File: src/rtl/gec_pool.sv
module gec_pool #(
  parameter int ADDR_W = 8,
  parameter int SETS   = 8,
  parameter int WAYS   = 4,
  parameter int ENT_W  = 10,
  localparam int SET_W = $clog2(SETS),
  localparam int TAG_W = ADDR_W - SET_W,
  localparam int CSETS = SETS / 2,
  localparam int CI_W  = $clog2(CSETS),
  localparam int WAY_W = $clog2(WAYS),
  localparam int NRES  = 2 * WAYS,
  localparam int HIT_W = $clog2(NRES + 1)
) (
  input  logic                   clk,
  input  logic                   rst_n,
  input  logic                   req_valid,
  input  logic                   req_alloc,
  input  logic [ADDR_W-1:0]      req_addr,
  input  logic [ENT_W-1:0]       req_entry,
  output logic                   rsp_valid,
  output logic                   rsp_ok,
  output logic                   rsp_chain,
  output logic [HIT_W-1:0]       rsp_hits,
  output logic [NRES*ENT_W-1:0]  rsp_entries,
  output logic                   pool_full
);

  logic             p_v   [SETS][WAYS];
  logic [TAG_W-1:0] p_tag [SETS][WAYS];
  logic [ENT_W-1:0] p_ent [SETS][WAYS];
  logic             c_v   [CSETS][WAYS];
  logic [TAG_W-1:0] c_tag [CSETS][WAYS];
  logic [ENT_W-1:0] c_ent [CSETS][WAYS];
  logic [CI_W:0]    head_a [SETS];
  logic [CI_W:0]    head_b [SETS];
  logic [CI_W:0]    claimed;

  logic [SET_W-1:0] set;
  logic [TAG_W-1:0] tag;
  logic [CI_W:0]    head;
  logic             hv;
  logic [CI_W-1:0]  hidx;
  logic             pfree, cfree;
  logic [WAY_W-1:0] pway, cway;
  logic [NRES*ENT_W-1:0] slots;
  logic [HIT_W-1:0] hits;
  logic             ok, chain;

  assign set  = req_addr[SET_W-1:0];
  assign tag  = req_addr[ADDR_W-1:SET_W];
  assign head = (head_a[set] == head_b[set]) ? head_a[set] :
                (head_a[set][CI_W] ? head_a[set] : head_b[set]);
  assign hv   = head[CI_W];
  assign hidx = head[CI_W-1:0];
  assign pool_full = (claimed == (CI_W+1)'(CSETS));

  always_comb begin
    pfree = 1'b0; pway = '0; cfree = 1'b0; cway = '0;
    for (int w = WAYS - 1; w >= 0; w--) begin
      if (!p_v[set][w]) begin pfree = 1'b1; pway = WAY_W'(w); end
      if (!c_v[hidx][w]) begin cfree = 1'b1; cway = WAY_W'(w); end
    end
  end

  always_comb begin
    int n;
    n = 0;
    slots = '0;
    for (int w = 0; w < WAYS; w++)
      if (p_v[set][w] && p_tag[set][w] == tag) begin
        slots[n*ENT_W +: ENT_W] = p_ent[set][w];
        n = n + 1;
      end
    if (hv)
      for (int w = 0; w < WAYS; w++)
        if (c_v[hidx][w] && c_tag[hidx][w] == tag) begin
          slots[n*ENT_W +: ENT_W] = c_ent[hidx][w];
          n = n + 1;
        end
    hits = HIT_W'(n);
  end

  always_comb begin
    ok = 1'b0; chain = 1'b0;
    if (!req_alloc) chain = hv;
    else if (pfree) ok = 1'b1;
    else if (hv ? cfree : !pool_full) begin ok = 1'b1; chain = 1'b1; end
  end

  always_ff @(posedge clk) begin
    if (!rst_n) begin
      claimed <= '0;
      for (int s = 0; s < SETS; s++) begin
        head_a[s] <= '0;
        head_b[s] <= '0;
        for (int w = 0; w < WAYS; w++) p_v[s][w] <= 1'b0;
      end
      for (int s = 0; s < CSETS; s++)
        for (int w = 0; w < WAYS; w++) c_v[s][w] <= 1'b0;
    end else if (req_valid && req_alloc && ok) begin
      if (pfree) begin
        p_v[set][pway]   <= 1'b1;
        p_tag[set][pway] <= tag;
        p_ent[set][pway] <= req_entry;
      end else if (hv) begin
        c_v[hidx][cway]   <= 1'b1;
        c_tag[hidx][cway] <= tag;
        c_ent[hidx][cway] <= req_entry;
      end else begin
        c_v[claimed[CI_W-1:0]][0]   <= 1'b1;
        c_tag[claimed[CI_W-1:0]][0] <= tag;
        c_ent[claimed[CI_W-1:0]][0] <= req_entry;
        head_a[set] <= {1'b1, claimed[CI_W-1:0]};
        head_b[set] <= {1'b1, claimed[CI_W-1:0]};
        claimed     <= claimed + 1'b1;
      end
    end
  end

  always_ff @(posedge clk) begin
    if (!rst_n) begin
      rsp_valid <= 1'b0; rsp_ok <= 1'b0; rsp_chain <= 1'b0;
      rsp_hits <= '0; rsp_entries <= '0;
    end else begin
      rsp_valid   <= req_valid;
      rsp_ok      <= req_valid && ok;
      rsp_chain   <= req_valid && chain;
      rsp_hits    <= hits;
      rsp_entries <= slots;
    end
  end

  p_rsp_follows_r2: assert property (@(posedge clk) disable iff (!rst_n)
    req_valid |=> rsp_valid);
  p_rsp_idle_r2: assert property (@(posedge clk) disable iff (!rst_n)
    !req_valid |=> !rsp_valid);
  p_ok_needs_alloc_r6: assert property (@(posedge clk) disable iff (!rst_n)
    req_valid && !req_alloc |=> !rsp_ok);
  p_fail_exhausted_r8: assert property (@(posedge clk) disable iff (!rst_n)
    req_valid && req_alloc && !pfree && !hv && pool_full |=> rsp_valid && !rsp_ok);
  p_full_sticky_r9: assert property (@(posedge clk) disable iff (!rst_n)
    pool_full |=> pool_full);
  p_claim_step_r5: assert property (@(posedge clk) disable iff (!rst_n)
    !$stable(claimed) |-> claimed == $past(claimed) + 1'b1);

  for (genvar g = 0; g < SETS; g++) begin : g_head_chk
    p_heads_agree_r5: assert property (@(posedge clk) disable iff (!rst_n)
      head_a[g] == head_b[g]);
  end

endmodule

File: config.mk
export PLATFORM = sky130hd
export DESIGN_NAME = gec_pool
export DESIGN_NICKNAME = d
export VERILOG_FILES = /design/src/rtl/gec_pool.sv
export SDC_FILE = /design/constraint.sdc
export NUM_CORES = 1
export LEC_CHECK = 0
export BUFFER_PORTS_ARGS = -buffer_cell sky130_fd_sc_hd__buf_4
export CAP_MARGIN = 20
export CORE_MARGIN = 8
export CORE_UTILIZATION = 40
export CTS_CLUSTER_DIAMETER = 150
export CTS_CLUSTER_SIZE = 30
export DETAILED_ROUTE_END_ITERATION = 10
export GPL_TIMING_DRIVEN = 1
export HOLD_SLACK_MARGIN = 0.12
export MAX_ROUTING_LAYER = met4
export PLACE_DENSITY_LB_ADDON = 0.3
export SLEW_MARGIN = 20
export SYNTH_ARGS = -nofsm -noshare
export SYNTH_HDL_FRONTEND = slang
export SYNTH_SLANG_ARGS = --single-unit
File: constraint.sdc
create_clock -name clk -period 17.4 [get_ports clk]
set_input_delay 2.61 -clock clk [delete_from_list [all_inputs] [get_ports clk]]
set_output_delay 2.61 -clock clk [all_outputs]
set_load 0.1 [all_outputs]
# --- Word level (Yosys, flattened, before mapping) ---
# Memories as Yosys holds them, arrays and structs flattened.
# Cells that the tools add are included.
# Widths: inputs -> output; s select.
op_classes:
  n_reduce_logical: 23
  magnitude_cmp: 4
  n_shift: 14
  n_eq_ne: 10
  div_mod_pow: 0
  bitwise: 4
  mux: 107
  n_mul: 7
  addsub: 15
ops:
  columns: ["operator", "count"]
  rows:
  - ["$mux 80", 11]
  - ["$bwmux 80", 7]
  - ["$shift 10x33->80 const A", 7]
  - ["$shiftx 10x33->80", 7]
  - ["$mux 32", 9]
  - ["$neg 32->33", 7]
  - ["$mul 32x4->31 const B", 7]
  - ["$add 32x2->32 const B", 6]
  - ["$mux 40", 4]
  - ["$mux 20", 4]
  - ["$demux 10 s2", 2]
  - ["$eq 5x5->1", 8]
  - ["$mux 4", 10]
  - ["$reduce_or 40->1", 1]
  - ["$mux 1", 32]
  - ["$mux 10", 3]
  - ["$mux 2", 12]
  - ["$mux 3", 7]
  - ["$demux 5 s2", 2]
  - ["$reduce_or 20->1", 1]
  - ["$logic_and 1x1->1", 14]
  - ["$reduce_or 4->1", 3]
  - ["$mux 5", 2]
  - ["$ge 3x3->1 const B", 2]
  - ["11 further kinds", 16]
word_totals:
  regBits: 90
  wordCells: 198
  output_inout_bits: 88
  n_memories: 8
  latchBits: 0
  in_bits: 22
  rom_bits: 0
  ram_bits: 816
memory_table:
  columns: ["memory", "depth", "width", "rd", "rd_ports_with_merged_regs", "write_ports", "line_no", "rtl"]
  rows:
  - ["p_ent", 8, 40, 1, 0, 1, "30", "logic [ENT_W-1:0] p_ent [SETS][WAYS];"]
  - ["c_ent", 4, 40, 1, 0, 1, "33", "logic [ENT_W-1:0] c_ent [CSETS][WAYS];"]
  - ["p_tag", 8, 20, 1, 0, 1, "29", "logic [TAG_W-1:0] p_tag [SETS][WAYS];"]
  - ["c_tag", 4, 20, 1, 0, 1, "32", "logic [TAG_W-1:0] c_tag [CSETS][WAYS];"]
  - ["p_v", 8, 4, 1, 0, 8, "28", "logic p_v [SETS][WAYS];"]
  - ["head_a", 8, 3, 1, 0, 8, "34", "logic [CI_W:0] head_a [SETS];"]
  - ["+2 memories", null, null, null, null, null, null, null]

# --- Longest topological paths before layout ---
# Gate-level depths: netlist (run 1).
# An unclocked memory read counts as a cell.
logic_depth:
  ltp_word: 25
  depth_mapped: 56
  depth_no_buf: 43

# --- Worst setup path before layout (run 1) ---
# OpenSTA, ideal clock, no wires.
synth_path:
  kind: "input -> register"
  start: "in req_addr[1]"
  end: "reg rsp_entries[5]"
  t_required_ns: 17.262
  setup_ns: 0.138
  slack_ns: 2.731
  arrival_time_ns: 14.531
  cell_stages: 50
  n_path_buf: 14
  path_cell_list: "buf_4 > buf_4 > buf_2 > buf_1 > mux4_2 > mux2i_1 > xnor2_1 > o211ai_1 > nor4_1 > clkbuf_1 > ha_1 > clkbuf_1 > a211oi_1 > nand3_1 > nand2_1 > clkinv_1 > ha_1 > inv_1 > (+14 left out) > inv_1 > clkbuf_1 > a21oi_1 > ha_1 > ha_1 > fa_1 > or2_2 > clkbuf_1 > or3_1 > or4_1 > o32a_1 > nand3_2 > o211ai_2 > buf_2 > o41ai_2 > nand2_1 > o2111ai_1 > o221ai_1"
synth_between:
  elab_chain_len: 25
  word_cells_on_any_way: 90
  cone_classes: "13 x add/sub; 7 x mul; 9 x eq/ne; 14 x shift; 31 x mux; 8 x reduce/logical; 8 x memory"
synth_rtl:
  columns: ["item", "line_no", "rtl"]
  rows:
  - ["from (decl)", "18", "input logic [ADDR_W-1:0] req_addr,"]
  - ["$mem_v2 8x20", null, null]
  - ["$eq 5x5->1", "70", "if (p_v[set][w] && p_tag[set][w] == tag) begin"]
  - ["$logic_and 1x1->1", "70", null]
  - ["$mux 1", "70", null]
  - ["$add 32x2->32 or $mul 32x4->31 (tied branches)", "72, 71", null]
  - ["$mux 32 or $neg 32->33 (tied branches)", "70, 71", null]
  - ["$add 32x2->32 (tied with other cells)", "72", "n = n + 1;"]
  - ["$mux 32 (tied with other cells)", "70", null]
  - ["(+9 left out)", null, null]
  - ["$mux 32 (tied with other cells)", "76", "if (c_v[hidx][w] && c_tag[hidx][w] == tag) begin"]
  - ["$mux 32 (tied with other cells)", "74", "if (hv)"]
  - ["$mul 32x4->31 or $bwmux 80 (tied branches)", "77", "slots[n*ENT_W +: ENT_W] = c_ent[hidx][w];"]
  - ["$neg 32->33 or $mux 80 (tied branches)", "77, 76", null]
  - ["$shiftx 10x33->80 (tied with other cells)", "77", null]
  - ["$bwmux 80", "77", null]
  - ["$mux 80", "76", null]
  - ["$mux 80 (*)", "74", null]
  - ["to (signal assigned)", "129", "rsp_entries <= slots;"]
  - ["to (decl)", "24", "output logic [NRES*ENT_W-1:0] rsp_entries,"]
# Every way passes the cells marked *; elsewhere a longest branch is shown, timed or not. The select of a mux whose other input is x is not followed.
# A chain may end at the register's enable or synchronous reset.

# --- Worst setup path after layout (run 1) ---
layout_path:
  start: "in req_addr[0]"
  end: "reg rsp_entries[38]"
# The elaborated chain is that of the path after synthesis.

==> results.json, run 1 <==
{
  "critPathTopFamily": "adder cells",
  "cp_data_required_time_ns": 17.98,
  "antenna_found_initial": 14,
  "drc": 0,
  "io_pins": 110,
  "final_cells": 6144,
  "synth.cell_area_sq_mm": 0.0495,
  "path_clk_slew_ns": 0.12,
  "place_ws_ns": 2.25,
  "yosysMostFrequentCell": "edfxtp_1",
  "overflow": 0,
  "placed_cell_area_sq_mm": 0.0527,
  "drtIter0Drc": 5960,
  "cp-end-kind": "flip-flop",
  "ys_async_sr_fraction_pct": 0,
  "slowest_stage": "a311oi_1",
  "holdCritStartpoint": "p_v[6][3]",
  "gp_congestion": 1.09,
  "numCtsBuffers": 37,
  "synth_seq_area_share_pct": 50.5,
  "cp.arrival_ns": 15.42,
  "critPathMaxStageDelay_ns": 0.79,
  "place_inst": 6063,
  "yosys.area.top_type": "edfxtp_1",
  "cts_resized": 0,
  "setup_tns_ns": 0,
  "reg2regPathDepth": 41,
  "h-tree-depth": 2,
  "reg2reg_to": "rsp_entries[38]",
  "clock_latency_ns": 0.70,
  "max-slew-margin-rel_pct": 14.9,
  "wl_mm": 212,
  "post-dp-hpwl_mm": 159,
  "maxSlewViolCount": 0,
  "synth_edf_count": 736,
  "synth-main-ff-cell": "edfxtp_1",
  "fin_skew_ns": 0.0690,
  "tightest_slew_ns": 1.28,
  "cts_tree": "yes",
  "grt_pass1_wl_mm": 296,
  "reg2reg_slack_ns": 5.24,
  "rsz0062_at_grt": "no",
  "final_area_sq_mm": 0.0539,
  "grt_usage_pct": 30.7,
  "crit_top_cell": "ha_1",
  "ir_drop_v": 0.0000683,
  "vias": 41000,
  "grt_max_degree": 60,
  "rows": 129,
  "maxCapViolCount": 0,
  "dieHeight_microns": 368,
  "ys_types": 125,
  "setup_ws_ns": 2.57,
  "start_util_pct": 40.2,
  "hold_buffers": 0,
  "yosysTopAreaCellShare_pct": 44.6,
  "post-route-util_pct": 43.7,
  "power_density_mw_per_mm2": 74.1,
  "die_area_sq_mm": 0.135,
  "syn_inst": 4398,
  "hold_viol": 0,
  "cts_buffer_depth": 3,
  "antenna_left": 0,
  "nNetsFinal": 4543,
  "r2r_start": "p_tag[6][18]",
  "power.total_mw": 4.00,
  "fin_crit_ns": 14.83,
  "holdWs_ns": 0.460,
  "setup_viol": 0,
  "synth.avg_cell_area_sq_um": 11.3,
  "yosys_warnings": 0,
  "hold_path_end": "p_v[6][3]",
  "drive_gt1_share_pct": 14.8,
  "dr.pass1.iters": 7,
  "cts_root_buffer": "clkbuf_16",
  "core_area_sq_mm": 0.123,
  "die_w_microns": 368,
  "post-cts-setup-buffer-count": 0,
  "synth_area_leaders": "edfxtp_1 (45%), mux2i_1 (6.2%), dfxtp_1 (5.9%), mux4_2 (4.2%), nor2_1 (2.8%)",
  "path_buf_inv": 9,
  "max_freq_mhz": 67.4,
  "synth-seq-cells": 882,
  "wl_per_cell_microns": 34.5,
  "worstHoldPathType": "reg2reg",
  "path_max_fanout": 41,
  "synthToLayoutAreaGrowth_pct": 8.88,
  "post-route-period-util_pct": 85.3,
  "grt_pass1_vias": 38400,
  "io_buffer_count": 109,
  "cts_sinks": 882,
  "status": "finished clean",
  "crit_type": "in2reg",
  "synth_commonest_cells": "edfxtp_1 (736), nor2_1 (367), nand2_1 (360)",
  "worst_setup_path_start_kind": "input pin",
  "routed_via_density": 6.68,
  "p_leak_nw": 18.3,
  "whs_path_depth": 1
}
## how the worst max path moves through the flow
| stage | from | endpoint | slack, ns | depth (start not counted) |
|---|---|---|---|---|
| final | req_addr[0] | rsp_entries[38] | 2.57 | 45 |
| after global routing | req_addr[0] | rsp_entries[38] | 2.04 | 45 |
| after CTS | req_addr[0] | rsp_entries[38] | 2.94 | 45 |
| after detailed placement | req_addr[0] | rsp_entries[38] | 2.25 | 45 |
| after global placement | req_addr[0] | rsp_entries[38] | 2.39 | 45 |
| after floorplan | req_addr[1] | rsp_entries[5] | 2.73 | 50 |
## layout make-up
type,count,area [sq um]
Tap cell,1637,2050
Antenna cell,12,30.0
Timing Repair Buffer,288,2170
Sequential cell,882,25000
Fill cell,11700,69400
Multi-Input combinational cell,3186,23200
Clock buffer,60,1010
Clock inverter,8,159
Inverter,71,267
## logic make-up after synthesis
group	after synthesis	share of synthesized area, %
AO/OA/AOI/OAI	1145	17.0
XOR/XNOR	82	1.45
adder cells (fa/ha/maj)	55	1.45
buffers and inverters	338	2.97
flip-flops	882	50.5
multiplexers	501	12.7
other	2	0.0152
AND/OR/NAND/NOR	1393	13.9
## flip-flops by register name (all words and copies together) (netlist names)
signal / cells
c_ent: 160
p_ent: 320
head_b: 5
claimed: 3
head_a: 19
rsp_entries: 80
p_tag: 160
rsp_chain: 1
c_tag: 80
p_v: 32
rsp_valid: 1
c_v: 16
rsp_hits: 4
rsp_ok: 1
## power breakdown
part | switching (mW) | leakage, nW | internal, mW
logic | 0.424 | 9.93 | 0.159
registers | 0.00254 | 7.81 | 2.29
clock network | 0.699 | 0.546 | 0.426
## worst register-to-register path, delay by kind of cell, from the launching register on
family	cells	cell delay [ns]
mux	3	1.10
buf+inv	6	1.01
simple gates	16	3.17
xor+xnor	1	0.15
fa+ha+maj	8	3.42
compound gates	7	2.83
flops	1	0.39
## placed cells by master, fill, tap and decap left out, types with 50 or more instances in the layout
cell,count
a211oi_1,50
nand2b_1,50
nand4_1,56
mux2_2,96
ha_1,51
xnor2_1,53
nand3_1,137
a21oi_1,155
nor3_1,103
dfxtp_1,146
buf_4,286
o22ai_1,160
mux2i_1,306
a21o_1,77
nor2_1,358
edfxtp_1,736
o21ai_0,139
inv_1,59
nand2_1,359
mux4_2,92
## layer usage
metal / track usage, % / up-vias / routed length (microns)
li1: - / 17400 / -
met1: 43.5 / 20700 / 91200
met2: 43.0 / 2541 / 88800
met3: 6.54 / 377 / 22000
met4: 11.4 / 0 / 9630
met5: - / - / 0
Note: power is estimated with default switching activity, not from simulation.
==> inputs of run 2 (changes only) <==
==> constraint.sdc (replaced) <==
create_clock -name clk -period 17.4 [get_ports clk]
set_input_delay 3.48 -clock clk [delete_from_list [all_inputs] [get_ports clk]]
set_output_delay 3.48 -clock clk [all_outputs]
set_load 0.1 [all_outputs]
==> run 2 against run 1 <==
  * Critical path depth unchanged
  * Register-to-register slack worse by 0.04 ns
  * First-iteration DRC count grew 6.3%
  * Worst setup slack worse by 0.81 ns
  * Total power up 0.14%
  * Count of clock-buffer cells in the layout down 1
  * Critical endpoint is now rsp_entries[32]
==> results.json, run 2 (synthesis gave the netlist of run 1 again) <==
{
  "status": "finished clean",
  "grt_usage_pct": 29.9,
  "io_pins": 110,
  "cts_sinks": 882,
  "h-tree-depth": 2,
  "drc": 0,
  "die_area_sq_mm": 0.135,
  "worst_setup_path_start_kind": "input pin",
  "dieHeight_microns": 368,
  "post-route-period-util_pct": 89.9,
  "power.total_mw": 4.00,
  "routed_via_density": 6.62,
  "cp.arrival_ns": 16.22,
  "rows": 129,
  "p_clk_share_pct": 28.2,
  "mostFrequentLayoutCells": "edfxtp_1 (736), nand2_1 (359), nor2_1 (358)",
  "cts_root_buffer": "clkbuf_16",
  "grt_max_degree": 56,
  "slowest_stage": "nor2b_1",
  "die_w_microns": 368,
  "worstHoldPathType": "reg2reg",
  "start_util_pct": 40.2,
  "tightest_slew_ns": 1.24,
  "grt_pass1_wl_mm": 290,
  "core_area_sq_mm": 0.123,
  "top_regs": "p_ent: 320 flops, c_ent: 160 flops, p_tag: 160 flops",
  "clock_latency_ns": 0.65,
  "nNetsFinal": 4545,
  "combPwrFrac_pct": 14.6,
  "post-cts-setup-buffer-count": 0,
  "overflow": 0,
  "switchingPower_mw": 1.12,
  "reg2regPathDepth": 44,
  "hold_viol": 0,
  "maxSlewViolCount": 0,
  "rsz0062_at_grt": "no",
  "maxCapViolCount": 0,
  "synthToLayoutAreaGrowth_pct": 8.97,
  "cp_data_required_time_ns": 17.98,
  "switching_share_pct": 28.0,
  "whs_path_depth": 1,
  "dr.pass1.iters": 8,
  "fin_crit_ns": 15.64,
  "final_cells": 6138,
  "cp-end-kind": "flip-flop",
  "final_area_sq_mm": 0.0540,
  "antenna_left": 0,
  "final_common_cell": "edfxtp_1",
  "setup_tns_ns": 0,
  "fin_skew_ns": 0.0378,
  "numCtsBuffers": 38,
  "crit_top_cell": "buf_4",
  "placed_cell_area_sq_mm": 0.0527,
  "io_buffer_count": 109,
  "grt_pass1_vias": 38300,
  "gp_congestion": 1.10,
  "place_inst": 6064,
  "power_density_mw_per_mm2": 74.2,
  "p_seq_share_pct": 57.2,
  "post-dp-hpwl_mm": 155,
  "path_clk_slew_ns": 0.12,
  "post-route-util_pct": 43.8,
  "regMostFlops": "p_ent",
  "p_leak_nw": 18.3,
  "crit_type": "in2reg",
  "ir_drop_v": 0.0000866,
  "max_freq_mhz": 63.9,
  "largest_reg_flops": 320,
  "drtIter0Drc": 6337,
  "drive_gt1_share_pct": 15.0,
  "antenna_found_initial": 8,
  "internal_power_mw": 2.88,
  "max-slew-margin-rel_pct": 16.3,
  "wl_per_cell_microns": 33.7,
  "cts_resized": 0,
  "wl_mm": 207,
  "critPathMaxStageDelay_ns": 0.86,
  "cts_buffer_depth": 3,
  "cts_tree": "yes",
  "hold_buffers": 0,
  "setup_viol": 0,
  "vias": 40600,
  "path_max_fanout": 39
}
## run 2: cell count changes in the layout (fill, tap and decap cells not counted), moves of 2 or more
| cell | change |
|---|---|
| nor4_1 | -2 |
| o21ai_1 | -2 |
| nor2_2 | +2 |
| diode_2 | -7 |
| nor2_4 | -2 |
| nor4_2 | +2 |
| clkbuf_1 | -2 |
## run 2: routing by layer
metal	up-vias	routed length, microns	GRT usage, %
met4	0	9000	10.7
met1	20500	88500	42.1
li1	17300	-	-
met2	2424	88100	43.0
met3	371	21000	5.46
met5	-	0	-
## run 2: worst max-delay path, delay by kind of cell
family / cells / cell delay, ns
XOR/XNOR: 1 / 0.07
AND/OR/NAND/NOR: 12 / 4.35
buffers and inverters: 12 / 2.50
adder cells (fa/ha/maj): 8 / 2.57
AO/OA/AOI/OAI: 10 / 2.84
multiplexers: 2 / 0.29
## run 2: final timing paths
kind | slack [ns] | end | from
min | 0.46 | p_v[2][0] | p_v[2][0]
max reg2reg | 5.20 | rsp_entries[32] | p_tag[4][18]
max | 1.76 | rsp_entries[32] | req_addr[0]
min reg2reg | 0.46 | p_v[2][0] | p_v[2][0]
## run 2: area by class of cell
type | count | area, sq um
clock inverters | 9 | 169
fillers | 11600 | 69400
multi-input cells | 3186 | 23200
clock buffers | 59 | 1030
flip-flops and latches | 882 | 25000
repair buffers | 289 | 2170
well taps | 1637 | 2050
diodes | 5 | 12.5
inverters | 71 | 267
## run 2: metrics by stage
step | setup slack, ns | hold WS (ns)
floorplan | 1.86 | 0.421
global placement | 1.75 | 0.432
detailed placement | 1.58 | 0.439
CTS | 2.23 | 0.465
global route | 1.34 | 0.481
finish | 1.76 | 0.461
## run 2: power groups by stage
stage,Clock (mW),Combinational (mW),Sequential (mW)
CTS,1.15,0.562,2.29
finish,1.13,0.583,2.29
global route,1.22,0.602,2.29
floorplan,0,0.321,2.35
global placement,0,0.563,2.34
detailed placement,0,0.561,2.34
